===== src/rtl/icpu_pkg.sv =====
package icpu_pkg;
  localparam int ID_W = 10;
  localparam logic [ID_W-1:0] NO_IRQ = '1;

  localparam int OFS_CTRL  = 'h00;
  localparam int OFS_MASK  = 'h04;
  localparam int OFS_BPT   = 'h08;
  localparam int OFS_ACK   = 'h0C;
  localparam int OFS_EOI   = 'h10;
  localparam int OFS_RPRI  = 'h14;
  localparam int OFS_HPEND = 'h18;

  localparam logic [ID_W-1:0] MASK_RESET = 10'h0F0;

  typedef enum logic [3:0] {
    OP_NONE,
    OP_RD_CTRL,
    OP_RD_MASK,
    OP_RD_BPT,
    OP_RD_ACK,
    OP_RD_RPRI,
    OP_RD_HPEND,
    OP_WR_CTRL,
    OP_WR_MASK,
    OP_WR_BPT,
    OP_WR_EOI,
    OP_BAD_RD,
    OP_BAD_WR
  } acc_op_e;

  typedef enum logic [1:0] {
    ST_IDLE,
    ST_POP,
    ST_WALK,
    ST_SPLICE
  } trk_state_e;
endpackage


===== src/rtl/icpu_decode.sv =====
module icpu_decode
  import icpu_pkg::*;
#(
  parameter int ADDR_W = 8
) (
  input  logic              accept,
  input  logic              rd,
  input  logic              wr,
  input  logic [ADDR_W-1:0] addr,
  output acc_op_e           op
);
  always_comb begin
    op = OP_NONE;
    if (accept && rd) begin
      case (addr)
        ADDR_W'(OFS_CTRL):  op = OP_RD_CTRL;
        ADDR_W'(OFS_MASK):  op = OP_RD_MASK;
        ADDR_W'(OFS_BPT):   op = OP_RD_BPT;
        ADDR_W'(OFS_ACK):   op = OP_RD_ACK;
        ADDR_W'(OFS_RPRI):  op = OP_RD_RPRI;
        ADDR_W'(OFS_HPEND): op = OP_RD_HPEND;
        default:            op = OP_BAD_RD;
      endcase
    end else if (accept && wr) begin
      case (addr)
        ADDR_W'(OFS_CTRL): op = OP_WR_CTRL;
        ADDR_W'(OFS_MASK): op = OP_WR_MASK;
        ADDR_W'(OFS_BPT):  op = OP_WR_BPT;
        ADDR_W'(OFS_EOI):  op = OP_WR_EOI;
        default:           op = OP_BAD_WR;
      endcase
    end
  end
endmodule


===== src/rtl/icpu_link_ram.sv =====
module icpu_link_ram #(
  parameter int DEPTH = 32,
  parameter int WIDTH = 10,
  localparam int AW = $clog2(DEPTH)
) (
  input  logic             clk,
  input  logic             re,
  input  logic [AW-1:0]    raddr,
  output logic [WIDTH-1:0] rdata,
  input  logic             we,
  input  logic [AW-1:0]    waddr,
  input  logic [WIDTH-1:0] wdata
);
  // Plain array with one registered read port and one write port, no reset.
  logic [WIDTH-1:0] mem [DEPTH];

  always_ff @(posedge clk) begin
    if (we) mem[waddr] <= wdata;
    if (re) rdata <= mem[raddr];
  end
endmodule


===== src/rtl/icpu_nest_tracker.sv =====
module icpu_nest_tracker
  import icpu_pkg::*;
#(
  parameter int NUM_SRC = 32,
  parameter int PRIO_W  = 8,
  localparam int IDX_W  = $clog2(NUM_SRC),
  localparam int CNT_W  = $clog2(NUM_SRC + 4) + 1
) (
  input  logic                      clk,
  input  logic                      rst,
  input  logic                      acc_ack,
  input  logic                      acc_eoi,
  input  logic [ID_W-1:0]           eoi_id,
  input  logic [ID_W-1:0]           hp_id,
  input  logic [PRIO_W-1:0]         hp_prio,
  input  logic [NUM_SRC*PRIO_W-1:0] src_prio,
  input  logic [NUM_SRC-1:0]        src_edge,
  input  logic [NUM_SRC-1:0]        src_en,
  input  logic [NUM_SRC-1:0]        src_level,
  input  logic [ID_W-1:0]           ram_q,
  output logic                      ram_re,
  output logic [IDX_W-1:0]          ram_raddr,
  output logic                      ram_we,
  output logic [IDX_W-1:0]          ram_waddr,
  output logic [ID_W-1:0]           ram_wdata,
  output logic                      ack_ok,
  output logic                      busy,
  output logic [ID_W-1:0]           run_id,
  output logic [PRIO_W:0]           run_prio,
  output logic                      pend_clr,
  output logic [ID_W-1:0]           pend_clr_id,
  output logic                      pend_set,
  output logic [ID_W-1:0]           pend_set_id
);
  localparam logic [PRIO_W:0] IDLE_PRIO = {1'b1, {PRIO_W{1'b0}}};
  localparam logic [CNT_W-1:0] STEP_LIMIT = CNT_W'(NUM_SRC);

  trk_state_e       state;
  logic [IDX_W-1:0] cur;
  logic [ID_W-1:0]  target;
  logic [CNT_W-1:0] steps;

  logic             hp_valid, eoi_live, eoi_in_range, relevel;
  logic             walk_end, walk_hit;
  logic [PRIO_W-1:0] q_prio;

  assign busy         = (state != ST_IDLE);
  assign hp_valid     = (hp_id != NO_IRQ) && (hp_id < ID_W'(NUM_SRC));
  assign ack_ok       = acc_ack && hp_valid && ({1'b0, hp_prio} < run_prio);
  assign eoi_live     = acc_eoi && (run_id != NO_IRQ);
  assign eoi_in_range = (eoi_id < ID_W'(NUM_SRC));
  assign relevel      = eoi_in_range && !src_edge[eoi_id[IDX_W-1:0]]
                        && src_en[eoi_id[IDX_W-1:0]] && src_level[eoi_id[IDX_W-1:0]];
  assign q_prio       = src_prio[ram_q[IDX_W-1:0]*PRIO_W +: PRIO_W];
  assign walk_end     = (ram_q == NO_IRQ) || (steps == STEP_LIMIT);
  assign walk_hit     = (ram_q == target);

  // Link table port control
  always_comb begin
    ram_re    = 1'b0;
    ram_raddr = cur;
    ram_we    = 1'b0;
    ram_waddr = cur;
    ram_wdata = ram_q;
    unique case (state)
      ST_IDLE: begin
        if (ack_ok) begin
          ram_we    = 1'b1;
          ram_waddr = hp_id[IDX_W-1:0];
          ram_wdata = run_id;
        end else if (eoi_live) begin
          ram_re    = 1'b1;
          ram_raddr = run_id[IDX_W-1:0];
        end
      end
      ST_WALK: begin
        if (!walk_end) begin
          ram_re    = 1'b1;
          ram_raddr = walk_hit ? target[IDX_W-1:0] : ram_q[IDX_W-1:0];
        end
      end
      ST_SPLICE: begin
        ram_we    = 1'b1;
        ram_waddr = cur;
        ram_wdata = ram_q;
      end
      default: ;
    endcase
  end

  always_ff @(posedge clk) begin
    if (rst) begin
      state       <= ST_IDLE;
      run_id      <= NO_IRQ;
      run_prio    <= IDLE_PRIO;
      pend_clr    <= 1'b0;
      pend_clr_id <= '0;
      pend_set    <= 1'b0;
      pend_set_id <= '0;
      cur         <= '0;
      target      <= '0;
      steps       <= '0;
    end else begin
      pend_clr <= 1'b0;
      pend_set <= 1'b0;
      unique case (state)
        ST_IDLE: begin
          if (ack_ok) begin
            run_id      <= hp_id;
            run_prio    <= {1'b0, hp_prio};
            pend_clr    <= 1'b1;
            pend_clr_id <= hp_id;
          end else if (eoi_live) begin
            pend_set    <= relevel;
            pend_set_id <= eoi_id;
            target      <= eoi_id;
            cur         <= run_id[IDX_W-1:0];
            steps       <= '0;
            state       <= (eoi_id == run_id) ? ST_POP : ST_WALK;
          end
        end
        ST_POP: begin
          run_id   <= ram_q;
          run_prio <= (ram_q == NO_IRQ) ? IDLE_PRIO : {1'b0, q_prio};
          state    <= ST_IDLE;
        end
        ST_WALK: begin
          if (walk_end) begin
            state <= ST_IDLE;
          end else if (walk_hit) begin
            state <= ST_SPLICE;
          end else begin
            cur   <= ram_q[IDX_W-1:0];
            steps <= steps + 1'b1;
          end
        end
        ST_SPLICE: state <= ST_IDLE;
        default:   state <= ST_IDLE;
      endcase
    end
  end

  // Busy-length counter used only by the bound check below
  logic [CNT_W-1:0] busy_run;
  always_ff @(posedge clk) begin
    if (rst || !busy) busy_run <= '0;
    else if (busy_run != '1) busy_run <= busy_run + 1'b1;
  end

  a_r4_claim_takes_over: assert property (@(posedge clk) disable iff (rst)
    (state == ST_IDLE && ack_ok) |=> (run_id == $past(hp_id)) && pend_clr
                                      && (pend_clr_id == $past(hp_id)));

  a_r3_refused_claim_no_change: assert property (@(posedge clk) disable iff (rst)
    (acc_ack && !ack_ok) |=> $stable(run_id) && $stable(run_prio) && !pend_clr);

  a_r6_idle_eoi_ignored: assert property (@(posedge clk) disable iff (rst)
    (acc_eoi && run_id == NO_IRQ) |=> !busy && !pend_set && $stable(run_id));

  a_r8_idle_priority: assert property (@(posedge clk) disable iff (rst)
    (run_id == NO_IRQ) |-> (run_prio == IDLE_PRIO));

  a_r11_busy_bounded: assert property (@(posedge clk) disable iff (rst)
    busy |-> (busy_run <= CNT_W'(NUM_SRC + 2)));

  a_r7_one_request: assert property (@(posedge clk) disable iff (rst)
    !(pend_set && pend_clr));
endmodule


===== src/rtl/irq_cpu_if.sv =====
module irq_cpu_if
  import icpu_pkg::*;
#(
  parameter int NUM_SRC = 32,
  parameter int PRIO_W  = 8,
  parameter int ADDR_W  = 8,
  parameter int DATA_W  = 32,
  localparam int IDX_W  = $clog2(NUM_SRC)
) (
  input  logic                      clk,
  input  logic                      rst,
  input  logic                      bus_rd,
  input  logic                      bus_wr,
  input  logic [ADDR_W-1:0]         bus_addr,
  input  logic [DATA_W-1:0]         bus_wdata,
  output logic [DATA_W-1:0]         bus_rdata,
  output logic                      bus_rvalid,
  output logic                      bus_err,
  output logic                      busy,
  input  logic [ID_W-1:0]           hp_id,
  input  logic [PRIO_W-1:0]         hp_prio,
  input  logic [NUM_SRC*PRIO_W-1:0] src_prio,
  input  logic [NUM_SRC-1:0]        src_edge,
  input  logic [NUM_SRC-1:0]        src_en,
  input  logic [NUM_SRC-1:0]        src_level,
  output logic                      pend_clr,
  output logic [ID_W-1:0]           pend_clr_id,
  output logic                      pend_set,
  output logic [ID_W-1:0]           pend_set_id,
  output logic [ID_W-1:0]           run_id,
  output logic [PRIO_W:0]           run_prio,
  output logic                      if_enable,
  output logic [ID_W-1:0]           prio_mask
);
  acc_op_e          op;
  logic             ack_ok;
  logic             ram_re, ram_we;
  logic [IDX_W-1:0] ram_raddr, ram_waddr;
  logic [ID_W-1:0]  ram_wdata, ram_q;
  logic             unused_wdata;

  assign unused_wdata = ^bus_wdata[DATA_W-1:ID_W];

  icpu_decode #(.ADDR_W(ADDR_W)) u_dec (
    .accept (!busy),
    .rd     (bus_rd),
    .wr     (bus_wr),
    .addr   (bus_addr),
    .op     (op)
  );

  icpu_link_ram #(.DEPTH(NUM_SRC), .WIDTH(ID_W)) u_links (
    .clk   (clk),
    .re    (ram_re),
    .raddr (ram_raddr),
    .rdata (ram_q),
    .we    (ram_we),
    .waddr (ram_waddr),
    .wdata (ram_wdata)
  );

  icpu_nest_tracker #(.NUM_SRC(NUM_SRC), .PRIO_W(PRIO_W)) u_trk (
    .clk         (clk),
    .rst         (rst),
    .acc_ack     (op == OP_RD_ACK),
    .acc_eoi     (op == OP_WR_EOI),
    .eoi_id      (bus_wdata[ID_W-1:0]),
    .hp_id       (hp_id),
    .hp_prio     (hp_prio),
    .src_prio    (src_prio),
    .src_edge    (src_edge),
    .src_en      (src_en),
    .src_level   (src_level),
    .ram_q       (ram_q),
    .ram_re      (ram_re),
    .ram_raddr   (ram_raddr),
    .ram_we      (ram_we),
    .ram_waddr   (ram_waddr),
    .ram_wdata   (ram_wdata),
    .ack_ok      (ack_ok),
    .busy        (busy),
    .run_id      (run_id),
    .run_prio    (run_prio),
    .pend_clr    (pend_clr),
    .pend_clr_id (pend_clr_id),
    .pend_set    (pend_set),
    .pend_set_id (pend_set_id)
  );

  // Configuration registers and registered read-back
  always_ff @(posedge clk) begin
    if (rst) begin
      bus_rdata  <= '0;
      bus_rvalid <= 1'b0;
      bus_err    <= 1'b0;
      if_enable  <= 1'b0;
      prio_mask  <= MASK_RESET;
    end else begin
      bus_rvalid <= 1'b0;
      bus_err    <= 1'b0;
      unique case (op)
        OP_RD_CTRL:  begin bus_rdata <= DATA_W'(if_enable); bus_rvalid <= 1'b1; end
        OP_RD_MASK:  begin bus_rdata <= DATA_W'(prio_mask); bus_rvalid <= 1'b1; end
        OP_RD_BPT:   begin bus_rdata <= '0;                 bus_rvalid <= 1'b1; end
        OP_RD_ACK:   begin
          bus_rdata  <= ack_ok ? DATA_W'(hp_id) : DATA_W'(NO_IRQ);
          bus_rvalid <= 1'b1;
        end
        OP_RD_RPRI:  begin bus_rdata <= DATA_W'(run_prio);  bus_rvalid <= 1'b1; end
        OP_RD_HPEND: begin bus_rdata <= DATA_W'(hp_id);     bus_rvalid <= 1'b1; end
        OP_WR_CTRL:  if_enable <= bus_wdata[0];
        OP_WR_MASK:  prio_mask <= bus_wdata[ID_W-1:0];
        OP_BAD_RD:   begin bus_rdata <= '0; bus_rvalid <= 1'b1; bus_err <= 1'b1; end
        OP_BAD_WR:   bus_err <= 1'b1;
        default: ;
      endcase
    end
  end

  a_r12_error_alone: assert property (@(posedge clk) disable iff (rst)
    bus_err |-> !pend_clr && !pend_set);

  a_r11_no_accept_when_busy: assert property (@(posedge clk) disable iff (rst)
    (busy && (bus_rd || bus_wr)) |=> !bus_rvalid && !bus_err);

  a_r2_mask_holds: assert property (@(posedge clk) disable iff (rst)
    (op != OP_WR_MASK) |=> $stable(prio_mask));
endmodule


===== config.mk =====
export PLATFORM = sky130hd
export DESIGN_NAME = irq_cpu_if
export DESIGN_NICKNAME = d
export VERILOG_FILES = /design/src/rtl/icpu_pkg.sv /design/src/rtl/icpu_decode.sv /design/src/rtl/icpu_link_ram.sv /design/src/rtl/icpu_nest_tracker.sv /design/src/rtl/irq_cpu_if.sv
export SDC_FILE = /design/constraint.sdc
export NUM_CORES = 1
export LEC_CHECK = 0
export ABC_CLOCK_PERIOD_IN_PS = 8100
export BUFFER_PORTS_ARGS = -buffer_cell sky130_fd_sc_hd__buf_2
export CAP_MARGIN = 20
export CORE_MARGIN = 8
export CORE_UTILIZATION = 58
export CTS_BUF_LIST = sky130_fd_sc_hd__clkbuf_16
export CTS_CLUSTER_SIZE = 14
export DETAILED_ROUTE_END_ITERATION = 6
export GPL_ROUTABILITY_DRIVEN = 0
export GPL_TIMING_DRIVEN = 0
export PLACE_DENSITY_LB_ADDON = 0.15
export SLEW_MARGIN = 25
export SYNTH_ARGS = -nofsm -noshare
export SYNTH_HDL_FRONTEND = slang
export SYNTH_SLANG_ARGS = --single-unit

===== constraint.sdc =====
create_clock -name clk -period 8.1 [get_ports clk]
set_input_delay 0.405 -clock clk [delete_from_list [all_inputs] [get_ports clk]]
set_output_delay 0.405 -clock clk [all_outputs]
set_load 0.05 [all_outputs]

==> reports/results.ini <==
[drt]
routed_wl_um=83800
dr_total_vias=17987
drt_pass1_iterations=6
avgRoutedWirePerCell_um=30.6
drt-initial-drc-count=2593
antenna_left=0
drc=0
vias_per_cell=6.57

[clocking]
cts_resized=0
numCtsBuffers=42
cts_setup_buffers=0
htree_levels=2
clk_latency_ps=560
clk_pin_slew_ps=60
root_buffer=clkbuf_16
cts_hold_buf=0
clock-sinks=408
cts_buffer_depth=3
cts_tree=done

[pwr]
cell_internal_pwr_mw=4.88
power_frac_seq=0.320
p_switching_mw=3.60
p_clk_frac=0.213
p_per_area_nw_per_um2=348
sw_frac_of_total=0.425
irDropWorstVdd_mv=0.222
p_comb_frac=0.468
p_leak_nw=9.34

[yosys]
muxShareOfSynthArea=0.107
ys_ff_latch=408
ys.warnings.count=0
async_reset_ff_frac=0
synth_top_family_by_area=simple AND/OR/NAND/NOR gates
yosysSeqAreaShare=0.568
synth_cell_types=74
synth_xor_xnor_area_share=0.0113
syn_area_um2=20200
synth-main-ff-cell=edfxtp_1
synth.avg_cell_area_um2=11.7
synth-simple-area-share=0.198
synth-edff-count=330
synth-compound-area-share=0.0724
synth-adder-area-share=0.00868
synthCells=1729

[timing]
worst_pin_slew_ps=1210
slew_headroom=0.190
grt_setup_unrepaired=false
period_minus_slack_ps=5030
setup_tns_ps=0
finClkSkew_ps=19.2
setup_violations=0
finalCritPeriodShare=0.621
hold_ws_ps=161
hold_violations=0
fmax_ghz=0.199
slew_violations=0
worst_slack_ps=3070

[outcome]
status=finished clean

[global_route]
grt_pass1_wl_um=118000
grt_max_degree=33
overflow=0
first_global_vias=17201
grt_usage=0.395
antenna_found_initial=14

[worst_setup_path]
r2r_cells=14
end_kind=flop
cpPeakStageDelay_ps=870
arrival_ps=5210
path_cells=inv_1 > ha_1 > buf_2 > nand2_1 > a21oi_1 > nor2_1 > and3_1 > clkbuf_1 > and2_1 > o211ai_1 > clkbuf_1 > nor4b_1 > a31oi_1 > nor2_1
startpoint_type=flop
criticalPathCategory=reg -> reg
worstPathRequired_ps=8280
crit_path_top_delay_cell=nor2_1
path_max_fanout=10

[place]
port_buffers=453
dpl.hpwl_um=63000
pre_cts_slack_ps=3280

[floorplan]
die_w_um=203
die-area_um2=41000
row_count=68
start_util=0.586
ios=501
core_um2=34500
die_h_um=203

[final_layout]
layout_common_cells=496 x buf_2, 352 x nand2_1, 330 x edfxtp_1
area_growth_syn_to_layout_pct=20.9
mostFrequentLayoutCell=buf_2
nets=2675
drive_gt1_frac=0.314

[min_path]
hold_class=in -> reg
min_path_cells=2

[flow_run]
maxCapViolations=0

==> power by group through the flow <==
stage / clock network, mW / logic, mW / registers (mW)
floorplan: 0 / 2.38 / 2.83
CTS: 1.79 / 3.81 / 2.70
detailed placement: 0 / 3.79 / 2.75
global placement: 0 / 3.70 / 2.74
global route: 1.88 / 4.12 / 2.71
finish: 1.81 / 3.97 / 2.71
==> cell families after synthesis <==
group                      Yosys count
DFF                                408
and+or+nand+nor                    827
xor gates and xnor gates            26
muxes                              113
buffers and inverters              142
AOI/OAI and AO/OA                  198
adders and majority gates           14
other                                1
==> routing by layer <==
layer / global-route usage / wire length [µm] / share of wire
met5: 0.0123 / 149 / 0.0018
met2: 0.581 / 36100 / 0.43
met1: 0.454 / 26700 / 0.32
met4: 0.322 / 8780 / 0.10
met3: 0.154 / 12100 / 0.14
==> through the flow <==
step	std cells	util	cell area [µm²]	total power [mW]
after detailed placement	2658	0.671	23100	6.54
final	2736	0.708	24400	8.48
after CTS	2731	0.708	24400	8.31
after global placement	2658	0.671	23100	6.44
after global routing	2732	0.708	24400	8.72
after floorplan	1750	-	20300	5.20
==> critical path: cells and delay by family (launching register included) <==
family	cells	cell delay, ps
AO/OA/AOI/OAI	3	520
adder cells (fa/ha/maj)	1	270
buffers and inverters	4	890
flip-flops	1	390
AND/OR/NAND/NOR	6	2570
==> synthesized netlist by cell type, types with 8 or more instances <==
cell       instances  area (µm²)
nor3_1            10        50.1
xnor2_1           12         105
a211oi_1          31         233
inv_1             15        56.3
nand2b_1          11        68.8
xor2_1            14         123
mux4_2            81        1820
nand3_1          167         836
mux2i_1           21         210
edfxtp_1         330        9910
a21oi_1           28         140
clkbuf_1          45         169
nor2_1           142         533
o21ai_0           20         100
a21o_1             9        67.6
mux2_2            10         113
buf_2             42         210
nand4_1           39         244
buf_1             10        37.5
nor2b_1           22         138
nor3_2             9        90.1
a31oi_1           21         131
a311oi_1          12         105
nand2_1          352        1320
a22oi_1           11        82.6
and4b_1            8        80.1
and2_1            11        68.8
dfxtp_1           78        1560
o21bai_1          13        97.6
buf_4             29         218
o2111ai_1         12         105
nor4_2            11         138
nand4b_1          10        87.6
ha_1              14         175
==> final timing paths <==
kind,endpoint,slack [ps],from
min,prio_mask[7]$_SDFFE_PP1N_,160,bus_wdata[7]
min reg2reg,u_trk.pend_clr_id[7]$_SDFFE_PP0P_,460,u_trk.pend_clr_id[7]$_SDFFE_PP0P_
max reg2reg,u_links.mem[17][1]$_DFFE_PP_,3070,u_trk.state[0]$_SDFFE_PP0P_
max,u_links.mem[17][1]$_DFFE_PP_,3070,u_trk.state[0]$_SDFFE_PP0P_
==> state kept, by name (all words and copies together), names as in the netlist, 5 cells and up <==
register           flops
u_links.mem          320
bus_rdata             10
prio_mask             10
u_links.rdata         10
u_trk.pend_clr_id     10
u_trk.pend_set_id     10
u_trk.run_id          10
u_trk.run_prio         9
u_trk.steps            7
u_trk.cur              5
==> area by class of cell <==
type | instances | area, µm²
Multi-Input combinational cell | 1200 | 8130
Buffer | 126 | 636
Clock buffer | 42 | 1050
Tap cell | 455 | 569
Timing Repair Buffer | 453 | 2270
Antenna cell | 5 | 12.5
Inverter | 16 | 60.1
Sequential cell | 408 | 11500
Clock inverter | 31 | 210
Fill cell | 2446 | 10100
Power figures use the tool's default switching activity.
